<file path="config.mk">
export PLATFORM = sky130hd
export DESIGN_NAME = ltimer_top
export DESIGN_NICKNAME = d
export VERILOG_FILES = /design/src/rtl/ltimer_pkg.sv /design/src/rtl/ltimer_sync.sv /design/src/rtl/ltimer_chain.sv /design/src/rtl/ltimer_top.sv
export SDC_FILE = /design/constraint.sdc
export NUM_CORES = 1
export LEC_CHECK = 0
export ABC_AREA = 1
export BUFFER_PORTS_ARGS = -buffer_cell sky130_fd_sc_hd__buf_4
export CORE_MARGIN = 2
export CORE_UTILIZATION = 55
export DETAILED_ROUTE_END_ITERATION = 8
export PLACE_DENSITY = 0.75
export SYNTH_ARGS = -nofsm -noshare
export SYNTH_HDL_FRONTEND = slang
export SYNTH_SLANG_ARGS = --single-unit
</file>
<file path="constraint.sdc">
create_clock -name clk -period 1.6 [get_ports clk]
set_input_delay 0.4 -clock clk [delete_from_list [all_inputs] [get_ports clk]]
set_output_delay 0.4 -clock clk [all_outputs]
set_load 0.005 [all_outputs]
</file>
<file path="src/rtl/ltimer_pkg.sv">
package ltimer_pkg;
  typedef enum logic {
    ST_IDLE = 1'b0,
    ST_RUN  = 1'b1
  } tmr_state_t;
endpackage

</file>
<file path="src/rtl/ltimer_sync.sv">
module ltimer_sync #(
  parameter int STAGES  = 2,
  parameter bit DET_RISE = 1'b1
) (
  input  logic clk,
  input  logic rst,
  input  logic din,
  output logic lvl,
  output logic pulse
);
  logic [STAGES-1:0] shreg;
  logic              prev_q;

  always_ff @(posedge clk) begin
    if (rst) begin
      shreg  <= '0;
      prev_q <= 1'b0;
    end else begin
      shreg  <= {shreg[STAGES-2:0], din};
      prev_q <= shreg[STAGES-1];
    end
  end

  assign lvl = shreg[STAGES-1];

  generate
    if (DET_RISE) begin : g_rise
      assign pulse = lvl & ~prev_q;
    end else begin : g_fall
      assign pulse = ~lvl & prev_q;
    end
  endgenerate

  AST_PULSE_SINGLE: assert property (@(posedge clk) disable iff (rst)
    pulse |=> !pulse);
endmodule

</file>
<file path="src/rtl/ltimer_chain.sv">
module ltimer_chain #(
  parameter int W = 8
) (
  input  logic         clk,
  input  logic         rst,
  input  logic         load0,
  input  logic         step,
  output logic [W-1:0] cnt,
  output logic [W-1:0] cnt_nx
);
  always_comb begin
    if (load0)     cnt_nx = '0;
    else if (step) cnt_nx = cnt + 1'b1;
    else           cnt_nx = cnt;
  end

  always_ff @(posedge clk) begin
    if (rst) cnt <= '0;
    else     cnt <= cnt_nx;
  end

  AST_STEP_WRAP: assert property (@(posedge clk) disable iff (rst)
    (step && !load0 && cnt == {W{1'b1}}) |=> cnt == '0);
  AST_HOLD: assert property (@(posedge clk) disable iff (rst)
    (!step && !load0) |=> $stable(cnt));
endmodule

</file>
<file path="src/rtl/ltimer_top.sv">
module ltimer_top #(
  parameter int CNT_W     = 8,
  parameter int SYNC_STGS = 2
) (
  input  logic clk,
  input  logic rst,
  input  logic start_in,
  input  logic clear_in,
  input  logic tb_in,
  input  logic repeat_mode,
  output logic div2_out,
  output logic div256_out
);
  import ltimer_pkg::*;

  localparam logic [CNT_W-1:0] HALF = CNT_W'(1) << (CNT_W - 1);

  tmr_state_t        state, state_n;
  logic              st_lvl, st_rise, tb_lvl, tb_fall;
  logic              clr_eff, start_go, adv, stop;
  logic [CNT_W-1:0]  cnt, cnt_nx;

  ltimer_sync #(.STAGES(SYNC_STGS), .DET_RISE(1'b1)) u_st_sync (
    .clk(clk), .rst(rst), .din(start_in), .lvl(st_lvl), .pulse(st_rise));

  ltimer_sync #(.STAGES(SYNC_STGS), .DET_RISE(1'b0)) u_tb_sync (
    .clk(clk), .rst(rst), .din(tb_in), .lvl(tb_lvl), .pulse(tb_fall));

  assign clr_eff  = clear_in & ~st_lvl;
  assign start_go = st_rise & (state == ST_IDLE);
  assign adv      = (state == ST_RUN) & tb_fall & ~clr_eff;
  assign stop     = adv & ~repeat_mode & (cnt_nx == HALF);

  ltimer_chain #(.W(CNT_W)) u_chain (
    .clk(clk), .rst(rst), .load0(start_go), .step(adv),
    .cnt(cnt), .cnt_nx(cnt_nx));

  always_comb begin
    state_n = state;
    if (clr_eff)       state_n = ST_IDLE;
    else if (start_go) state_n = ST_RUN;
    else if (stop)     state_n = ST_IDLE;
  end

  always_ff @(posedge clk) begin
    if (rst) begin
      state      <= ST_IDLE;
      div2_out   <= 1'b1;
      div256_out <= 1'b1;
    end else begin
      state <= state_n;
      if (state_n == ST_RUN) begin
        div2_out   <= cnt_nx[0];
        div256_out <= cnt_nx[CNT_W-1];
      end else begin
        div2_out   <= 1'b1;
        div256_out <= 1'b1;
      end
    end
  end

  AST_RESET_IDLE: assert property (@(posedge clk)
    rst |=> (div2_out && div256_out));
  AST_CLEAR_IDLE: assert property (@(posedge clk) disable iff (rst)
    (clear_in && !st_lvl) |=> (state == ST_IDLE && div2_out && div256_out));
  AST_CLEAR_MASKED: assert property (@(posedge clk) disable iff (rst)
    (st_lvl && state == ST_RUN) |=> state == ST_RUN);
  AST_START_LOW: assert property (@(posedge clk) disable iff (rst)
    start_go |=> (!div2_out && !div256_out));
  AST_FALL_ONLY: assert property (@(posedge clk) disable iff (rst)
    tb_fall |-> !tb_lvl);
  AST_ONESHOT_END: assert property (@(posedge clk) disable iff (rst)
    (state == ST_RUN && !repeat_mode && tb_fall && !clr_eff && cnt == HALF - 1'b1)
      |=> (state == ST_IDLE && div2_out && div256_out));
endmodule

</file>
==> out/metrics.yaml, run 1 <==
floorplan:
  fp.dieArea_um2: 1860
  die_w_um: 43.2
  boundaryPins: 8
  start_util: 0.574
  fp.dieH_um: 43.2
  num_rows: 14
  core-area_um2: 1470
synth:
  netlist_instances: 120
  async_flop_share: 0
  avgSynthCellArea_um2: 7.04
  synth_edf_count: 0
  syn_area_um2: 845
  ys.flop_type: "dfxtp_1"
  ys_types: 18
  synthesis.nets: 127
  synth_seq_cells: 17
  yosysSeqAreaShare: 0.403
  ys_warn_count: 0
sta:
  skew_ns: 0.00914
  maxSlewViolCount: 0
  setup_tns_ns: 0
  setup_viol: 0
  finalCritPeriodShare: 0.930
  fin_crit_ns: 1.49
  finalHoldViolations: 0
  worstMarginPinSlew_ns: 0.298
  clock.fmax_mhz: 672
  maxSlewHeadroom: 0.799
critical_path:
  cpMostUsedCell: "nand2_1"
  cpPeakStageDelay_ns: 0.39
  endpoint_kind: "flop"
  crit_end: "state$_SDFF_PP0_"
  crit_slowest_cell: "dfxtp_4"
  crit_chain: "ha_4, nand2_1, inv_2, nand3_2, nor2_4, nand2_1, nand2_1, nor2_1, nor2_2, nand4_2, nand2_1, nor2_1"
  reg2regPathDepth: 12
  r2r_setup_slack_ns: 0.11
  worstReg2RegStart: "u_chain.cnt[0]$_SDFF_PP0_"
  critPathKind: "reg2reg"
  startpoint_type: "flop"
  r2r_end: "state$_SDFF_PP0_"
  required_ns: 1.80
  cp-startpoint: "u_chain.cnt[0]$_SDFF_PP0_"
  worstPathArrival_ns: 1.69
  crit_fanout: 4
clock_tree:
  clock_latency_ns: 0.30
  path_clk_slew_ns: 0.10
  cts_made_buffers: 3
  htree_levels: 1
  cts-root-buf: "clkbuf_4"
  clock_sinks: 17
  ctsHoldBuffers: 0
  cts_tree: "built"
  clk_path_buf_depth: 2
global_route:
  grt_max_degree: 16
  grt_usage: 0.197
  grt_overflow: 0
  grt_pass1_vias: 722
  antenna_found_initial: 0
  grt_pass1_wl_um: 2790
final_layout:
  layoutNonFillerInstCount: 151
  diodes: 0
  nNetsFinal: 143
  drive_above_1_share: 0.259
  area_delta_synth_final_pct: 18.4
routing:
  routed_wl_um: 1670
  wl_per_cell_um: 11.1
  firstDrtPassIters: 4
  antenna_left: 0
  drt_iter0_drc: 28
  vias: 784
  drc: 0
  vias_per_cell: 5.19
power:
  leakagePower_nw: 0.450
  power.total_w: 0.000709
  vdd_drop_max_mv: 0.540
  powerDensity_nw_per_um2: 710
place:
  routabilityCongestion: 0.858
  port_buffers: 7
  hpwl_um: 1220
  dp.cells: 143
min_path:
  worstHoldStart: "start_in"
  hp-class: "in2reg"
run:
  cap_violations: 0
status:
  status: "finished clean"
metrics by stage:
stage          utilization  setup WS, ns  instance area, um2  hold slack, ns
2_1_floorplan            -         0.199                 845           0.388
3_3_place_gp         0.626        0.0771                 921           0.403
3_5_place_dp         0.626        0.0358                 921           0.402
4_1_cts              0.644        0.0146                 947           0.302
5_1_grt              0.679       -0.0294                1000           0.311
6_report             0.679         0.113                1000           0.299
registers in the layout (all words and copies together), names as in the netlist:
name              count
u_tb_sync.shreg       2
u_tb_sync.prev_q      1
div256_out            1
u_st_sync.prev_q      1
state                 1
u_chain.cnt           8
u_st_sync.shreg       2
div2_out              1
critical path: cells and delay by family (launching register included):
kind / cells / cell delay, ns
AND/OR/NAND/NOR: 10 / 0.81
flip-flops: 1 / 0.39
adder cells (fa/ha/maj): 1 / 0.14
buffers and inverters: 1 / 0.08
synthesized netlist by cell type (2+ instances only):
library cell,number,area share
dfxtp_1,17,0.40
inv_1,18,0.080
inv_2,3,0.013
nand2_1,28,0.12
nand2_2,2,0.015
nand3_1,8,0.047
nand3_2,4,0.047
nand4_1,5,0.037
nor2_1,22,0.098
nor2_2,3,0.022
nor2_4,3,0.040
power breakdown:
group | internal, W | leakage, nW | switching (W)
Sequential | 0.000429 | 0.140 | 0.00000442
Clock | 0.0000973 | 0.0150 | 0.000136
Combinational | 0.0000170 | 0.295 | 0.0000249
cells by family after synthesis:
family	Yosys count	synth area share
flip-flops	17	0.403
buffers and inverters	22	0.0978
adder cells (fa/ha/maj)	1	0.0148
AND/OR/NAND/NOR	78	0.473
AO/OA/AOI/OAI	2	0.0118
how the worst min path moves through the flow:
| stage | endpoint | slack [ns] | depth (start not counted) |
|---|---|---|---|
| floorplan | u_st_sync.shreg[1]$_SDFF_PP0_ | 0.39 | 2 |
| global placement | u_st_sync.shreg[1]$_SDFF_PP0_ | 0.40 | 2 |
| detailed placement | u_st_sync.shreg[1]$_SDFF_PP0_ | 0.40 | 2 |
| CTS | u_st_sync.shreg[0]$_SDFF_PP0_ | 0.30 | 3 |
| global route | u_st_sync.shreg[0]$_SDFF_PP0_ | 0.31 | 3 |
| finish | u_st_sync.shreg[0]$_SDFF_PP0_ | 0.30 | 3 |
repair_timing:
action / CTS / global route
endpoints found under the hold margin: 0 / 0
resized for setup: 0 / 6
setup buffers: 0 / 4
endpoints found under the setup margin: 0 / 3
cells in the final DEF (no fill, tap or decap), types with 2 or more instances in the layout:
cell type  count
inv_1         18
nand4_1        5
inv_2          3
nand3_2        4
clkbuf_4       3
nor2_1        22
nor2_2         2
nor2_4         4
nand2_1       28
nand2_2        2
nand3_1        8
buf_4         12
dfxtp_1       15
routing by layer:
metal,share of wire,vias to the layer above,global-route usage
li1,-,400,-
met1,0.41,350,0.220
met2,0.49,25,0.340
met3,0.052,9,0.0255
met4,0.041,0,0.133
met5,0,-,0
area by class of cell:
| type | count | area (um2) |
|---|---|---|
| Multi-Input combinational cell | 81 | 439 |
| Fill cell | 125 | 472 |
| Tap cell | 16 | 20.0 |
| Inverter | 21 | 78.8 |
| Timing Repair Buffer | 12 | 90.1 |
| Sequential cell | 17 | 345 |
| Clock buffer | 4 | 26.3 |
No activity file was read; power rests on OpenSTA's default activity.
==> inputs of run 2 (changes only) <==
--- a/config.mk
+++ b/config.mk
@@ -6,11 +6,11 @@
 export NUM_CORES = 1
 export LEC_CHECK = 0
 export ABC_AREA = 1
-export BUFFER_PORTS_ARGS = -buffer_cell sky130_fd_sc_hd__buf_4
-export CORE_MARGIN = 2
-export CORE_UTILIZATION = 55
+export CORE_UTILIZATION = 59
 export DETAILED_ROUTE_END_ITERATION = 8
+export DONT_BUFFER_PORTS = 1
 export PLACE_DENSITY = 0.75
+export SKIP_LAST_GASP = 1
 export SYNTH_ARGS = -nofsm -noshare
 export SYNTH_HDL_FRONTEND = slang
 export SYNTH_SLANG_ARGS = --single-unit
==> run 2 against run 1 <==
Net effect: via count decreased by 5.7%; register-to-register slack worse by 0.02 ns; sequential share of layout area up 2.3 points; final cell count down 6.0%; clock skew down 0.0048 ns; clock power decreased by 3%; power decreased by 3.2%; critical path depth is the same; flip-flop and latch count unchanged; count of clock-buffer cells in the layout is 1 lower; critical endpoint unchanged; highest routed layer unchanged.
==> out/metrics.yaml, run 2 (same netlist as run 1, synthesis figures left out) <==
power:
  vdd_drop_max_mv: 0.472
  leakagePower_nw: 0.419
  powerDensity_nw_per_um2: 732
place:
  dp.cells: 134
  port_buffers: 0
  routabilityCongestion: 0.839
  hpwl_um: 1090
  place_ws_ns: 0.0615
sta:
  finalHoldViolations: 0
  clock.fmax_mhz: 663
  skew_ns: 0.00439
  fin_crit_ns: 1.51
  worst_slack_ns: 0.0923
  maxSlewViolCount: 0
  setup_viol: 0
  setup_tns_ns: 0
  maxSlewHeadroom: 0.775
  worstMarginPinSlew_ns: 0.335
  finalCritPeriodShare: 0.942
critical_path:
  critPathKind: "reg2reg"
  required_ns: 1.80
  cpMostUsedCell: "nand2_1"
  startpoint_type: "flop"
  crit_chain: "ha_2, nand2_1, inv_2, nand3_2, nor2_2, nand2_1, nand2_1, nor2_1, nor2_2, nand4_2, nand2_1, nor2_1"
  crit_slowest_cell: "dfxtp_2"
  crit_fanout: 4
  worstPathArrival_ns: 1.71
  endpoint_kind: "flop"
  cpPeakStageDelay_ns: 0.37
clock_tree:
  cts_made_buffers: 3
  clk_path_buf_depth: 2
  clock_latency_ns: 0.29
  path_clk_slew_ns: 0.10
  clock_sinks: 17
  cts_tree: "built"
  cts-root-buf: "clkbuf_4"
  htree_levels: 1
routing:
  antenna_left: 0
  vias: 739
  drt_iter0_drc: 12
  wl_per_cell_um: 11.1
  firstDrtPassIters: 4
  drc: 0
  vias_per_cell: 5.20
  routed_wl_um: 1580
run:
  cap_violations: 0
floorplan:
  fp.dieArea_um2: 1590
  fp.dieH_um: 39.8
  boundaryPins: 8
  core-area_um2: 1320
  start_util: 0.641
  num_rows: 13
  die_w_um: 39.8
final_layout:
  multi_input_area_um2: 424
  area_delta_synth_final_pct: 11.0
  drive_above_1_share: 0.220
  largest_register_ffs: 8
  nFillCells: 119
  top_regs: "u_chain.cnt x8, u_st_sync.shreg x2, u_tb_sync.shreg x2"
  diodes: 0
  final_cell_mix: "28 x nand2_1, 22 x nor2_1, 18 x inv_1"
  regArea_um2: 345
  layoutNonFillerInstCount: 142
  nNetsFinal: 135
  final_common_cell: "nand2_1"
  regMostFlops: "u_chain.cnt"
global_route:
  grt_max_degree: 16
  grt_usage: 0.208
  grt_pass1_wl_um: 2040
  grt_overflow: 0
  grt_pass1_vias: 514
  antenna_found_initial: 0
min_path:
  hp-class: "in2reg"
status:
  status: "finished clean"
==> run 2: cell types whose count changed in the layout (fill, tap and decap cells not counted), sizes merged <==
| cell | before | now |
|---|---|---|
| clkbuf | 4 | 3 |
| buf | 12 | 4 |
| clkinv | 0 | 1 |
==> run 2: worst paths after layout <==
path,slack [ns],to,depth (start not counted),start
worst max-delay path,0.09,state$_SDFF_PP0_,12,u_chain.cnt[0]$_SDFF_PP0_
worst min register to register,0.41,u_st_sync.shreg[1]$_SDFF_PP0_,2,u_st_sync.shreg[0]$_SDFF_PP0_
worst max register to register,0.09,state$_SDFF_PP0_,12,u_chain.cnt[0]$_SDFF_PP0_
worst min-delay path,0.16,u_chain.cnt[1]$_SDFF_PP0_,1,rst
==> run 2: report_power, final <==
group / leakage (nW) / total (W) / internal, W / switching (W)
Sequential: 0.140 / 0.000434 / 0.000430 / 0.00000471
Clock: 0.0177 / 0.000227 / 0.0000931 / 0.000134
Combinational: 0.262 / 0.0000255 / 0.00000805 / 0.0000174
==> run 2: per-stage QoR <==
stage | util | cell area (um2) | hold slack (ns) | power (W)
after detailed placement | 0.652 | 860 | 0.395 | 0.000471
after global placement | 0.652 | 860 | 0.396 | 0.000470
after global routing | 0.711 | 937 | 0.144 | 0.000713
after floorplan | - | 845 | 0.388 | 0.000469
final | 0.711 | 937 | 0.161 | 0.000686
after CTS | 0.673 | 887 | 0.155 | 0.000695
==> run 2: per-layer routing <==
| metal | share of wire | vias up | track usage |
|---|---|---|---|
| met5 | 0 | - | 0 |
| met1 | 0.43 | 330 | 0.237 |
| met2 | 0.50 | 19 | 0.320 |
| met4 | 0.015 | 0 | 0.103 |
| li1 | - | 386 | - |
| met3 | 0.059 | 4 | 0.0966 |
==> run 2: layout make-up <==
cell class	count	area share
clock inverter	1	0.00534
inverter	21	0.0841
tap	15	0.0200
sequential	17	0.368
clock buffer	3	0.0240
timing repair buffer	4	0.0454
multi-input combinational	81	0.453
==> run 2: timing repair <==
action,CTS,global route
buffers inserted,0,4
gates resized for setup,0,4
endpoints found under the setup margin,0,3
hold endpoints to repair,0,0
hold buffers,0,0
==> run 2: critical path, delay by kind of cell, from the launching register on <==
kind,cells,cell delay (ns)
DFF,1,0.37
adders and majority gates,1,0.18
buffers and inverters,1,0.09
and+or+nand+nor,10,0.78
==> inputs of run 3 (changes only) <==
==> constraint.sdc (replaced) <==
create_clock -name clk -period 1.6 [get_ports clk]
set_input_delay 0.16 -clock clk [delete_from_list [all_inputs] [get_ports clk]]
set_output_delay 0.16 -clock clk [all_outputs]
set_load 0.005 [all_outputs]
==> run 3 against run 2 <==
Net effect: via count up 0.81%; critical path depth down 9; combinational power up 44%; wire length increased by 3.0%; flip-flop and latch count is the same; non-clock buffer count is 3 higher; design area grew 4.3%; hold slack worse by 0.13 ns; final cell count is 2.1% higher; count of clock-buffer cells in the layout did not move; sequential power about the same; critical path type is now in2reg; largest power group unchanged.
==> out/metrics.yaml, run 3 (same netlist as run 1, synthesis figures left out) <==
status:
  status: "finished clean"
critical_path:
  startpoint_type: "primary input"
  cpPeakStageDelay_ns: 0.87
  reg2regPathDepth: 12
  critPathBufInv: 2
  crit_slowest_cell: "dlygate4sd3_1"
  worstReg2RegStart: "u_chain.cnt[0]$_SDFF_PP0_"
  required_ns: 1.78
  crit_fanout: 14
  endpoint_kind: "flop"
  critPathTopFamily: "buffers and inverters"
  worstPathArrival_ns: 1.72
  cpMostUsedCell: "dlygate4sd3_1"
  crit_chain: "dlygate4sd3_1, nor2_1, dlygate4sd3_1"
  r2r_end: "state$_SDFF_PP0_"
  critPathKind: "in2reg"
  r2r_setup_slack_ns: 0.08
  critical_path_depth: 3
clock_tree:
  clk_path_buf_depth: 2
  path_clk_slew_ns: 0.10
  clock_latency_ns: 0.29
  cts_made_buffers: 3
  htree_levels: 1
  cts_tree: "built"
  clock_sinks: 17
  cts-root-buf: "clkbuf_4"
floorplan:
  num_rows: 13
  start_util: 0.641
  die_w_um: 39.8
  fp.dieH_um: 39.8
  core-area_um2: 1320
  boundaryPins: 8
  fp.dieArea_um2: 1590
global_route:
  grt_pass1_vias: 539
  grt_max_degree: 15
  grt_pass1_wl_um: 2190
  grt_overflow: 0
  antenna_found_initial: 0
  grt_usage: 0.221
min_path:
  whs_path_depth: 2
  hp-class: "in2reg"
  holdPathEnd: "div2_out$_SDFF_PP1_"
  worstHoldStart: "rst"
final_layout:
  top_regs: "u_chain.cnt x8, u_st_sync.shreg x2, u_tb_sync.shreg x2"
  nFillCells: 109
  regMostFlops: "u_chain.cnt"
  multi_input_area_um2: 434
  final_common_cell: "nand2_1"
  diodes: 0
  largest_register_ffs: 8
  drive_above_1_share: 0.215
  regArea_um2: 345
  final_cell_mix: "28 x nand2_1, 22 x nor2_1, 18 x inv_1"
  nNetsFinal: 138
  area_delta_synth_final_pct: 15.7
  final_util: 0.742
routing:
  wl_met3_um: 90
  wl_per_cell_um: 11.2
  antenna_left: 0
  wl_met2_um: 763
  vias: 745
  routed_wl_um: 1630
  firstDrtPassIters: 5
  drc: 0
  vias_per_cell: 5.14
  drt_iter0_drc: 22
  wl_met1_um: 747
  highest_layer: "met4"
sta:
  maxSlewViolCount: 0
  setup_tns_ns: 0
  skew_ns: 0.00124
  clock.fmax_mhz: 651
  worst_slack_ns: 0.0637
  finalHoldViolations: 0
  fin_crit_ns: 1.54
  worstMarginPinSlew_ns: 0.532
  finalCritPeriodShare: 0.960
  setup_viol: 0
  maxSlewHeadroom: 0.644
power:
  combPwrFrac: 0.053
  vdd_drop_max_mv: 0.473
  internal-power_w: 0.000535
  powerDensity_nw_per_um2: 714
  netSwitchingFraction: 0.233
  p_switching_w: 0.000163
  leakagePower_nw: 0.433
  seqPwrFrac: 0.622
  p_clk_frac: 0.325
run:
  cap_violations: 0
place:
  port_buffers: 0
  place_ws_ns: 0.0615
  routabilityCongestion: 0.839
  hpwl_um: 1090
## run 3: how the worst max path moves through the flow
stage / from / slack, ns / to
after floorplan: u_chain.cnt[1]$_SDFF_PP0_ / 0.20 / state$_SDFF_PP0_
after global placement: u_chain.cnt[1]$_SDFF_PP0_ / 0.10 / state$_SDFF_PP0_
after detailed placement: u_chain.cnt[1]$_SDFF_PP0_ / 0.06 / state$_SDFF_PP0_
after CTS: u_chain.cnt[1]$_SDFF_PP0_ / 0.04 / state$_SDFF_PP0_
after global routing: u_chain.cnt[0]$_SDFF_PP0_ / -0.02 / state$_SDFF_PP0_
final: rst / 0.06 / u_st_sync.shreg[0]$_SDFF_PP0_
## run 3: per-stage QoR
step | instances | hold slack, ns | area (um2) | power [W]
final | 145 | 0.0276 | 977 | 0.000698
after detailed placement | 134 | 0.235 | 860 | 0.000471
after floorplan | 120 | 0.231 | 845 | 0.000469
after global placement | 134 | 0.233 | 860 | 0.000470
after CTS | 141 | 0.0125 | 917 | 0.000706
after global routing | 145 | 0.0250 | 977 | 0.000725
## run 3: timing repair
action	CTS	global route
endpoints found under the hold margin	14	0
setup buffers	0	4
gates resized for setup	0	5
hold buffers	3	0
endpoints found under the setup margin	0	3
## run 3: area by class of cell
type                       count  share of cell area
clock buffer                   3              0.0230
sequential                    17               0.353
tap                           15              0.0192
multi-input combinational     81               0.444
inverter                      21              0.0807
clock inverter                 1             0.00512
timing repair buffer           7              0.0743
## run 3: power groups by stage
stage	clock network (W)	registers [W]	logic (W)
floorplan	0	0.000445	0.0000240
global placement	0	0.000446	0.0000240
detailed placement	0	0.000446	0.0000248
CTS	0.000234	0.000436	0.0000352
global route	0.000249	0.000435	0.0000409
finish	0.000227	0.000434	0.0000368
## run 3: layer usage
metal	global-route usage	vias to the layer above
li1	-	391
met1	0.251	333
met2	0.344	16
met3	0.102	5
met4	0.103	0
met5	0	-
